===== src/rtl/pgwalk_pkg.sv =====
package pgwalk_pkg;
  localparam int ENT_W  = 32;
  localparam int VA_W   = 32;
  localparam int BASE_W = 32;
  localparam int PA_W   = BASE_W + 4;

  localparam logic [1:0] TY_INVALID = 2'd0;
  localparam logic [1:0] TY_TABLE   = 2'd1;
  localparam logic [1:0] TY_LEAF    = 2'd2;

  localparam logic [1:0] SZ_4K   = 2'd0;
  localparam logic [1:0] SZ_256K = 2'd1;
  localparam logic [1:0] SZ_16M  = 2'd2;
  localparam logic [1:0] SZ_PASS = 2'd3;

  localparam logic [2:0] FC_NONE    = 3'd0;
  localparam logic [2:0] FC_INVALID = 3'd1;
  localparam logic [2:0] FC_BADTYPE = 3'd4;

  localparam int REF_BIT = 5;
  localparam int MOD_BIT = 6;

  typedef enum logic [2:0] {
    ST_IDLE, ST_READ, ST_WAIT, ST_WRITE, ST_DONE
  } walkState_t;

  typedef struct packed {
    logic       capture;
    logic       bypass;
    logic       descend;
    logic       leaf;
    logic       setFault;
    logic [2:0] code;
  } walkCmd_t;
endpackage


===== src/rtl/pgwalk_dpath.sv =====
module pgwalk_dpath
  import pgwalk_pkg::*;
#(
  parameter int CTX_W = 8
) (
  input  logic              clk,
  input  logic              rstN,
  input  walkCmd_t          cmd,
  input  logic [VA_W-1:0]   vaddr,
  input  logic              isWrite,
  input  logic [BASE_W-1:0] ctxBase,
  input  logic [CTX_W-1:0]  ctxNum,
  input  logic [ENT_W-1:0]  rdData,
  output logic [1:0]        level,
  output logic              needWb,
  output logic [PA_W-1:0]   rdAddr,
  output logic [ENT_W-1:0]  wrData,
  output logic [PA_W-1:0]   paddr,
  output logic [1:0]        pageSize,
  output logic [2:0]        faultCode,
  output logic              passRW
);
  localparam int CTX_PAD = PA_W - CTX_W - 4;

  logic [VA_W-1:0]  vaReg;
  logic             wrReg;
  logic [PA_W-1:0]  ctxAddr, tblBase, nextAddr, leafPa;
  logic [9:0]       idxOff;
  logic [23:0]      pageOff;
  logic [1:0]       leafSize;
  logic [ENT_W-1:0] newEntry;

  always_comb begin
    ctxAddr = {ctxBase, 4'b0} + {{CTX_PAD{1'b0}}, ctxNum, 4'b0};
    tblBase = {rdData[ENT_W-1:2], 6'b0};
    case (level)
      2'd0:    idxOff = {vaReg[31:24], 2'b00};
      2'd1:    idxOff = {2'b00, vaReg[23:18], 2'b00};
      default: idxOff = {2'b00, vaReg[17:12], 2'b00};
    endcase
    nextAddr = tblBase + PA_W'(idxOff);
    case (level)
      2'd1: begin pageOff = vaReg[23:0];          leafSize = SZ_16M;  end
      2'd2: begin pageOff = {6'b0, vaReg[17:0]};  leafSize = SZ_256K; end
      default: begin pageOff = {12'b0, vaReg[11:0]}; leafSize = SZ_4K; end
    endcase
    leafPa   = {rdData[ENT_W-1:8], 12'b0} + PA_W'(pageOff);
    needWb   = !rdData[REF_BIT] || (wrReg && !rdData[MOD_BIT]);
    newEntry = rdData;
    newEntry[REF_BIT] = 1'b1;
    if (wrReg) newEntry[MOD_BIT] = 1'b1;
  end

  always_ff @(posedge clk) begin
    if (!rstN) begin
      vaReg     <= '0;
      wrReg     <= 1'b0;
      level     <= 2'd0;
      rdAddr    <= '0;
      wrData    <= '0;
      paddr     <= '0;
      pageSize  <= SZ_4K;
      faultCode <= FC_NONE;
      passRW    <= 1'b0;
    end else begin
      if (cmd.capture) begin
        vaReg     <= vaddr;
        wrReg     <= isWrite;
        level     <= 2'd0;
        rdAddr    <= ctxAddr;
        faultCode <= FC_NONE;
        passRW    <= 1'b0;
      end
      if (cmd.bypass) begin
        paddr     <= PA_W'(vaddr);
        pageSize  <= SZ_PASS;
        faultCode <= FC_NONE;
        passRW    <= 1'b1;
      end
      if (cmd.descend) begin
        level  <= level + 2'd1;
        rdAddr <= nextAddr;
      end
      if (cmd.leaf) begin
        paddr    <= leafPa;
        pageSize <= leafSize;
        wrData   <= newEntry;
      end
      if (cmd.setFault) faultCode <= cmd.code;
    end
  end
endmodule


===== src/rtl/pgwalk_ctrl.sv =====
module pgwalk_ctrl
  import pgwalk_pkg::*;
(
  input  logic       clk,
  input  logic       rstN,
  input  logic       start,
  input  logic       mmuOn,
  input  logic       rdValid,
  input  logic [1:0] entryType,
  input  logic [1:0] level,
  input  logic       needWb,
  output walkCmd_t   cmd,
  output logic       rdReq,
  output logic       wrReq,
  output logic       busy,
  output logic       done
);
  walkState_t state, nextState;

  always_comb begin
    cmd       = '0;
    nextState = state;
    case (state)
      ST_IDLE: if (start) begin
        if (mmuOn) begin
          cmd.capture = 1'b1;
          nextState   = ST_READ;
        end else begin
          cmd.bypass = 1'b1;
          nextState  = ST_DONE;
        end
      end
      ST_READ: nextState = ST_WAIT;
      ST_WAIT: if (rdValid) begin
        case (entryType)
          TY_INVALID: begin
            cmd.setFault = 1'b1;
            cmd.code     = FC_INVALID;
            nextState    = ST_DONE;
          end
          TY_TABLE: begin
            if (level == 2'd3) begin
              cmd.setFault = 1'b1;
              cmd.code     = FC_BADTYPE;
              nextState    = ST_DONE;
            end else begin
              cmd.descend = 1'b1;
              nextState   = ST_READ;
            end
          end
          TY_LEAF: begin
            if (level == 2'd0) begin
              cmd.setFault = 1'b1;
              cmd.code     = FC_BADTYPE;
              nextState    = ST_DONE;
            end else begin
              cmd.leaf  = 1'b1;
              nextState = needWb ? ST_WRITE : ST_DONE;
            end
          end
          default: begin
            cmd.setFault = 1'b1;
            cmd.code     = FC_BADTYPE;
            nextState    = ST_DONE;
          end
        endcase
      end
      ST_WRITE: nextState = ST_DONE;
      default:  nextState = ST_IDLE;
    endcase
  end

  always_ff @(posedge clk) begin
    if (!rstN) state <= ST_IDLE;
    else       state <= nextState;
  end

  assign rdReq = (state == ST_READ);
  assign wrReq = (state == ST_WRITE);
  assign done  = (state == ST_DONE);
  assign busy  = (state != ST_IDLE);
endmodule


===== src/rtl/pgwalk_top.sv =====
module pgwalk_top
  import pgwalk_pkg::*;
#(
  parameter int CTX_W = 8
) (
  input  logic              clk,
  input  logic              rstN,
  input  logic              start,
  input  logic [VA_W-1:0]   vaddr,
  input  logic              isWrite,
  input  logic              mmuOn,
  input  logic [BASE_W-1:0] ctxBase,
  input  logic [CTX_W-1:0]  ctxNum,
  output logic              busy,
  output logic              done,
  output logic [PA_W-1:0]   paddr,
  output logic [1:0]        pageSize,
  output logic [2:0]        faultCode,
  output logic              passRW,
  output logic              rdReq,
  output logic [PA_W-1:0]   rdAddr,
  input  logic              rdValid,
  input  logic [ENT_W-1:0]  rdData,
  output logic              wrReq,
  output logic [PA_W-1:0]   wrAddr,
  output logic [ENT_W-1:0]  wrData
);
  walkCmd_t   cmd;
  logic [1:0] level;
  logic       needWb;

  pgwalk_ctrl uCtrl (
    .clk(clk), .rstN(rstN), .start(start), .mmuOn(mmuOn),
    .rdValid(rdValid), .entryType(rdData[1:0]), .level(level),
    .needWb(needWb), .cmd(cmd), .rdReq(rdReq), .wrReq(wrReq),
    .busy(busy), .done(done)
  );

  pgwalk_dpath #(.CTX_W(CTX_W)) uDpath (
    .clk(clk), .rstN(rstN), .cmd(cmd), .vaddr(vaddr), .isWrite(isWrite),
    .ctxBase(ctxBase), .ctxNum(ctxNum), .rdData(rdData), .level(level),
    .needWb(needWb), .rdAddr(rdAddr), .wrData(wrData), .paddr(paddr),
    .pageSize(pageSize), .faultCode(faultCode), .passRW(passRW)
  );

  assign wrAddr = rdAddr;
endmodule


===== config.mk =====
export PLATFORM = sky130hd
export DESIGN_NAME = pgwalk_top
export DESIGN_NICKNAME = d
export VERILOG_FILES = /design/src/rtl/pgwalk_pkg.sv /design/src/rtl/pgwalk_dpath.sv /design/src/rtl/pgwalk_ctrl.sv /design/src/rtl/pgwalk_top.sv
export SDC_FILE = /design/constraint.sdc
export NUM_CORES = 1
export LEC_CHECK = 0
export BUFFER_PORTS_ARGS = -buffer_cell sky130_fd_sc_hd__buf_2
export CAP_MARGIN = 15
export CORE_ASPECT_RATIO = 1.4
export CORE_UTILIZATION = 45
export DETAILED_ROUTE_END_ITERATION = 8
export MAX_ROUTING_LAYER = met4
export PLACE_DENSITY = 0.68
export SLEW_MARGIN = 10
export SYNTH_ARGS = -nofsm -noshare
export SYNTH_HDL_FRONTEND = slang
export SYNTH_SLANG_ARGS = --single-unit

===== constraint.sdc =====
create_clock -name clk -period 4.4 [get_ports clk]
set_clock_uncertainty 0.1 [all_clocks]
set_input_delay 0.66 -clock clk [delete_from_list [all_inputs] [get_ports clk]]
set_output_delay 0.66 -clock clk [all_outputs]
set_load 0.05 [all_outputs]

======== Word-level counts from Yosys, hierarchy flattened ========
Index checks and enable logic that the tools add are counted.
Widths: inputs -> output; s select.
storage, ports and cells
  flip-flop bits (word level) ............. 148
  bits of input ports ..................... 110
  output and inout bits ................... 150
  logic and storage cells ................. 76
cells by class
  add/sub/neg operators ................... 4
  equality and inequality tests ........... 11
  muxes and demuxes ....................... 38
  reductions and logical operators ........ 13
operators by type and width
  kind                count
  $mux 36             4
  $pmux 24 s2         1
  $add 36x10->36      1
  $add 36x12->36      1
  $add 36x24->36      1
  $mux 3              9
  $pmux 10 s2         1
  $mux 2              6
  $mux 6              2
  $pmux 3 s4          1
  $pmux 4 s3          1
  $mux 1              9
  $mux 4              2
  $eq 2x2->1 const B  3
  $eq 3x2->1 const B  2
  $pmux 3 s2          1
  $reduce_bool 2->1   3
  $reduce_bool 3->1   2
  $eq 2x1->1 const B  2
  $logic_not 2->1     2
  $ne 2x2->1 const B  2
  $pmux 2 s2          1
  $eq 3x1->1 const B  1
  $eq 3x3->1 const B  1
  6 further kinds     7

======== Longest topological paths before layout ========
  word-level depth ........................ 8
  depth in mapped cells ................... 15
  gate-level depth less buffers ........... 13

======== Modules after synthesis ========
From an unflattened synthesis, not the netlist that was laid out.
second synthesis, totals
  cells, all modules ...................... 1,078
  area, all modules ....................... 9,046.2 um^2
modules (own cells, without submodules)
  module        instances  cells each  area each (um^2)  sequential area each (um^2)
  pgwalk_dpath  1          988         8,331.7           2,862.7
  pgwalk_ctrl   1          54          444.2             60.1
  pgwalk_top    1          36          270.3             0.0

======== Worst setup path before layout ========
No wires, ideal clock.
  path type ............................... register to register
  start ................................... reg uDpath.level[0]
  end ..................................... reg uDpath.paddr[30]
  library setup time ...................... 0.121 ns
  arrival ................................. 3.248 ns
  data required time ...................... 4.179 ns
  slack ................................... 0.932 ns
  stages on the path, launching flop included .. 15
  path buffers ............................ 2
  period minus slack after synthesis ...... 3.468 ns
  cell sequence ........................... dfxtp_1 > ha_1 > clkbuf_1 > o21a_1 > and2_1 > ha_1 > inv_1 > fa_1 > and2b_1 > o2111ai_1 > a211o_1 > a31o_1 > buf_6 > nor3_1 > mux2_2
between the ends
  word-level cells in the longest chain between the ends .. 6
  elaborated cells on any way between the ends .. 11
  classes of those cells .................. add/sub (1); eq/ne (2); mux (6); reduce/logical (2)
ends and longest elaborated chain
  element                                                 RTL line            text
  start, declared                                         pgwalk_dpath.sv:14  output logic [1:0] level,
  start signal, assigned                                  pgwalk_dpath.sv:81  level <= level + 2'd1;
  branches (longest 6 deep; another with $add 36x24->36)  n/a
  end signal, assigned                                    pgwalk_dpath.sv:75  paddr <= PA_W'(vaddr);
  end signal, assigned                                    pgwalk_dpath.sv:85  paddr <= leafPa;
  end, declared                                           pgwalk_dpath.sv:18  output logic [PA_W-1:0] paddr,
Parallel ways; which one is timed is not known.
A chain may end at the register's enable or synchronous reset.

======== Worst setup path after layout ========
Same ends and word-level chain as after synthesis.

==> run summary <==
status -> completed
ys flop type -> dfxtp_1
first-pass GRT wire length -> 42.0 mm
Clock Sinks -> 145
Worst-Skew Late Latency -> 0.43 ns
commonest non-fill, non-tap cells in the layout -> 254 x buf_2, 213 x nand2_1, 145 x dfxtp_1, 121 x a21oi_1, 53 x nor2_1
relative max-transition margin -> 40.7%
fraction of the cycle the final worst path needs -> 85.5%
largest area contributor in the netlist -> dfxtp_1
slew of the pin with the lowest slew margin -> 0.889 ns
# diodes -> 0
TNS Setup -> 0 ns
number of fill cells -> 1,800
max-slew violations -> 0
Crit Path Category -> flip-flop to flip-flop
Netlist Area Pre-Place -> 8590 µm²
CTS tree -> yes
Initial Util -> 46.0%
GRT overflow -> 0
Via density -> 5.62
Synth cell types -> 78
Period minus WS final -> 3.76 ns
power share of the combinational group -> 20.8%
Reg clk slew, reported paths -> 0.06 ns
Synth top area share -> 33.8%
Worst setup EP type -> flip-flop
Nets -> 1,417
Setup-failing EPs final -> 0
final hold viol count -> 0
num ports -> 260
CTS Hold Bufs -> 0
Post-synth EDFFs -> 0
layout cells sized above 1 -> 25.9%
sw frac -> 31.6%
CP Launch Type -> flip-flop
Die H -> 165 µm
CP Cell Sequence -> ha_1 -> o21a_1 -> and2_1 -> ha_1 -> inv_1 -> fa_1 -> and2b_1 -> o2111ai_1 -> a211o_1 -> a31o_1 -> nor3_1 -> mux2_2
Total Routing Usage GR -> 28.3%
Die Wd -> 119 µm
Final Hold Slack -> 0.350 ns
final WL -> 27.3 mm
Cell Rows -> 59
dpl cells -> 1,496
cell repeated most along the worst path -> ha_1
Power Dens Cells -> 360 nW/µm²
ranking of synthesized cells by area -> dfxtp_1 34%, nand2_1 9.4%, a21oi_1 7.0%
CTS resizes -> 0
hpwl dp -> 20.3 mm
register bit total from synthesis -> 145
Vias -> 8,583
Leakage Power -> 4.48 nW
unrepaired setup endpoints after global routing -> no
die footprint -> 19,700 µm²
Fmax -> 0.266 GHz
sequential share of power -> 38.3%
Finished Layout Cells -> 1,528
maximum VDD drop -> 233 µV
Arr. time, crit path -> 3.98 ns
largest net degree at the start of global routing -> 62
Root Buffer -> clkbuf_16
leading cell type in the layout, fill and taps excluded -> buf_2
antenna violations before repair -> 0
total core area -> 18,700 µm²
max_cap viols -> 0
post-CTS setup buffer count -> 0
# DRC -> 0
First-pass DRT Iterations -> 6
Avg WL per Cell -> 17.9 µm
Syn Area/Cell -> 7.90 µm²
Synth Instances -> 1,088
Critical-path top delay cell -> ha_1
DRT antenna net count -> 0
Max H-tree Level -> 4
Iteration-0 DRC Markers -> 619
CP max stage delay -> 0.47 ns
Yosys Warn Count -> 0
PortBufs -> 254
Clock power frac -> 40.9%
FFs w/ async S/R, synth -> 0%
critical path peak fanout -> 15
sequential cell area fraction in the yosys report -> 33.8%
vias in the first global route -> 7,812
total CTS buffers -> 17
GPL Wtd Cong -> 0.935
worst hold path depth -> 2
worst r2r path cells -> 12
Hold WC Path Type -> flip-flop to flip-flop
Worst EP required -> 4.62 ns
P_int -> 2.54 mW
NetSw -> 1.17 mW
Area Growth Syn to Fin -> 20.0%
CTS Buffer Depth -> 2
==> state kept, by name (all words and copies together), names as in the netlist <==
| signal | count |
|---|---|
| uDpath.faultCode | 2 |
| uCtrl.state | 3 |
| uDpath.pageSize | 2 |
| uDpath.paddr | 36 |
| uDpath.wrReg | 1 |
| uDpath.rdAddr | 34 |
| uDpath.passRW | 1 |
| uDpath.level | 2 |
| uDpath.vaReg | 32 |
| uDpath.wrData | 32 |
==> per-layer routing <==
metal	vias to the layer above	part of all wire, %	GRT usage (%)
li1	4157	-	-
met1	4011	43	34.1
met2	361	49	47.4
met3	54	5.7	4.43
met4	0	2.8	10.8
met5	-	0	-
==> final timing paths <==
path,slack (ns),to,from
min,0.35,uDpath.wrData[13]$_SDFFE_PN0P_,uDpath.wrData[13]$_SDFFE_PN0P_
min reg2reg,0.35,uDpath.wrData[13]$_SDFFE_PN0P_,uDpath.wrData[13]$_SDFFE_PN0P_
max reg2reg,0.64,uDpath.paddr[30]$_SDFFE_PN0P_,uDpath.level[0]$_SDFFE_PN0P_
max,0.64,uDpath.paddr[30]$_SDFFE_PN0P_,uDpath.level[0]$_SDFFE_PN0P_
==> synth_stat cells (4+ instances only) <==
library cell  count
nor3_1           17
xor2_1           18
a31oi_1          12
ha_1             33
o211ai_1          7
nor2b_1           6
mux2i_1           8
buf_6             4
o21a_1            8
o221ai_1         16
o211a_1           4
nor3b_1           8
clkbuf_1         32
and2_1           10
xnor2_1          39
o22ai_1           8
a221oi_1         10
nand2b_1          8
buf_4            41
a311oi_1          6
nor4_1            9
inv_1            26
or3_1            11
nand3_1          32
a22oi_1          21
nor2_2            7
nand2_1         214
buf_2            25
a221oi_2          5
and3_1           12
a21oi_1         121
o21ai_0          34
buf_1             5
dfxtp_1         145
or4_1             4
a21o_1            7
nor2_1           53
nand4_1           6
==> metrics by stage <==
stage | total power [mW] | setup slack (ns) | instance area, µm² | utilization (%)
after floorplan | 2.01 | 0.932 | 8610 | -
after global placement | 2.21 | 0.797 | 9690 | 51.9
after detailed placement | 2.22 | 0.691 | 9690 | 51.9
after CTS | 3.73 | 0.677 | 10300 | 55.2
after global routing | 3.85 | 0.400 | 10300 | 55.2
final | 3.71 | 0.640 | 10300 | 55.2
==> critical path: cells and delay by family (launching register included) <==
kind	cells	cell delay, ns
compound gates	4	1.06
fa+ha+maj	3	1.05
buf+inv	1	0.06
flops	1	0.40
mux	1	0.35
simple gates	3	0.61
==> kinds of logic (layout without fill, tap and decap cells) <==
| group | count (synthesis) | in the layout | share of synthesized area [%] |
|---|---|---|---|
| flip-flops | 145 | 145 | 33.8 |
| adder cells (fa/ha/maj) | 36 | 36 | 5.51 |
| AND/OR/NAND/NOR | 421 | 421 | 23.6 |
| buffers and inverters | 133 | 325 | 8.32 |
| AO/OA/AOI/OAI | 284 | 284 | 21.6 |
| other | 1 | 5 | 0.0437 |
| XOR/XNOR | 57 | 57 | 5.81 |
| multiplexers | 11 | 11 | 1.33 |
==> layout make-up <==
cell class                      instances  area (µm²)  area share (%)
Clock inverter                          9         129            1.25
Sequential cell                       145        2900            28.2
Timing Repair Buffer                  267        1390            13.5
Clock buffer                           23         488            4.73
Tap cell                              244         305            2.96
Multi-Input combinational cell        814        4990            48.4
Inverter                               26        98.8           0.959
==> power groups by stage <==
stage | Sequential, mW | Clock (mW) | Combinational (mW)
2_1_floorplan | 1.59 | 0 | 0.426
3_3_place_gp | 1.45 | 0 | 0.761
3_5_place_dp | 1.45 | 0 | 0.764
4_1_cts | 1.42 | 1.53 | 0.769
5_1_grt | 1.43 | 1.60 | 0.823
6_report | 1.42 | 1.52 | 0.771
Note: power is estimated with default switching activity, not from simulation.
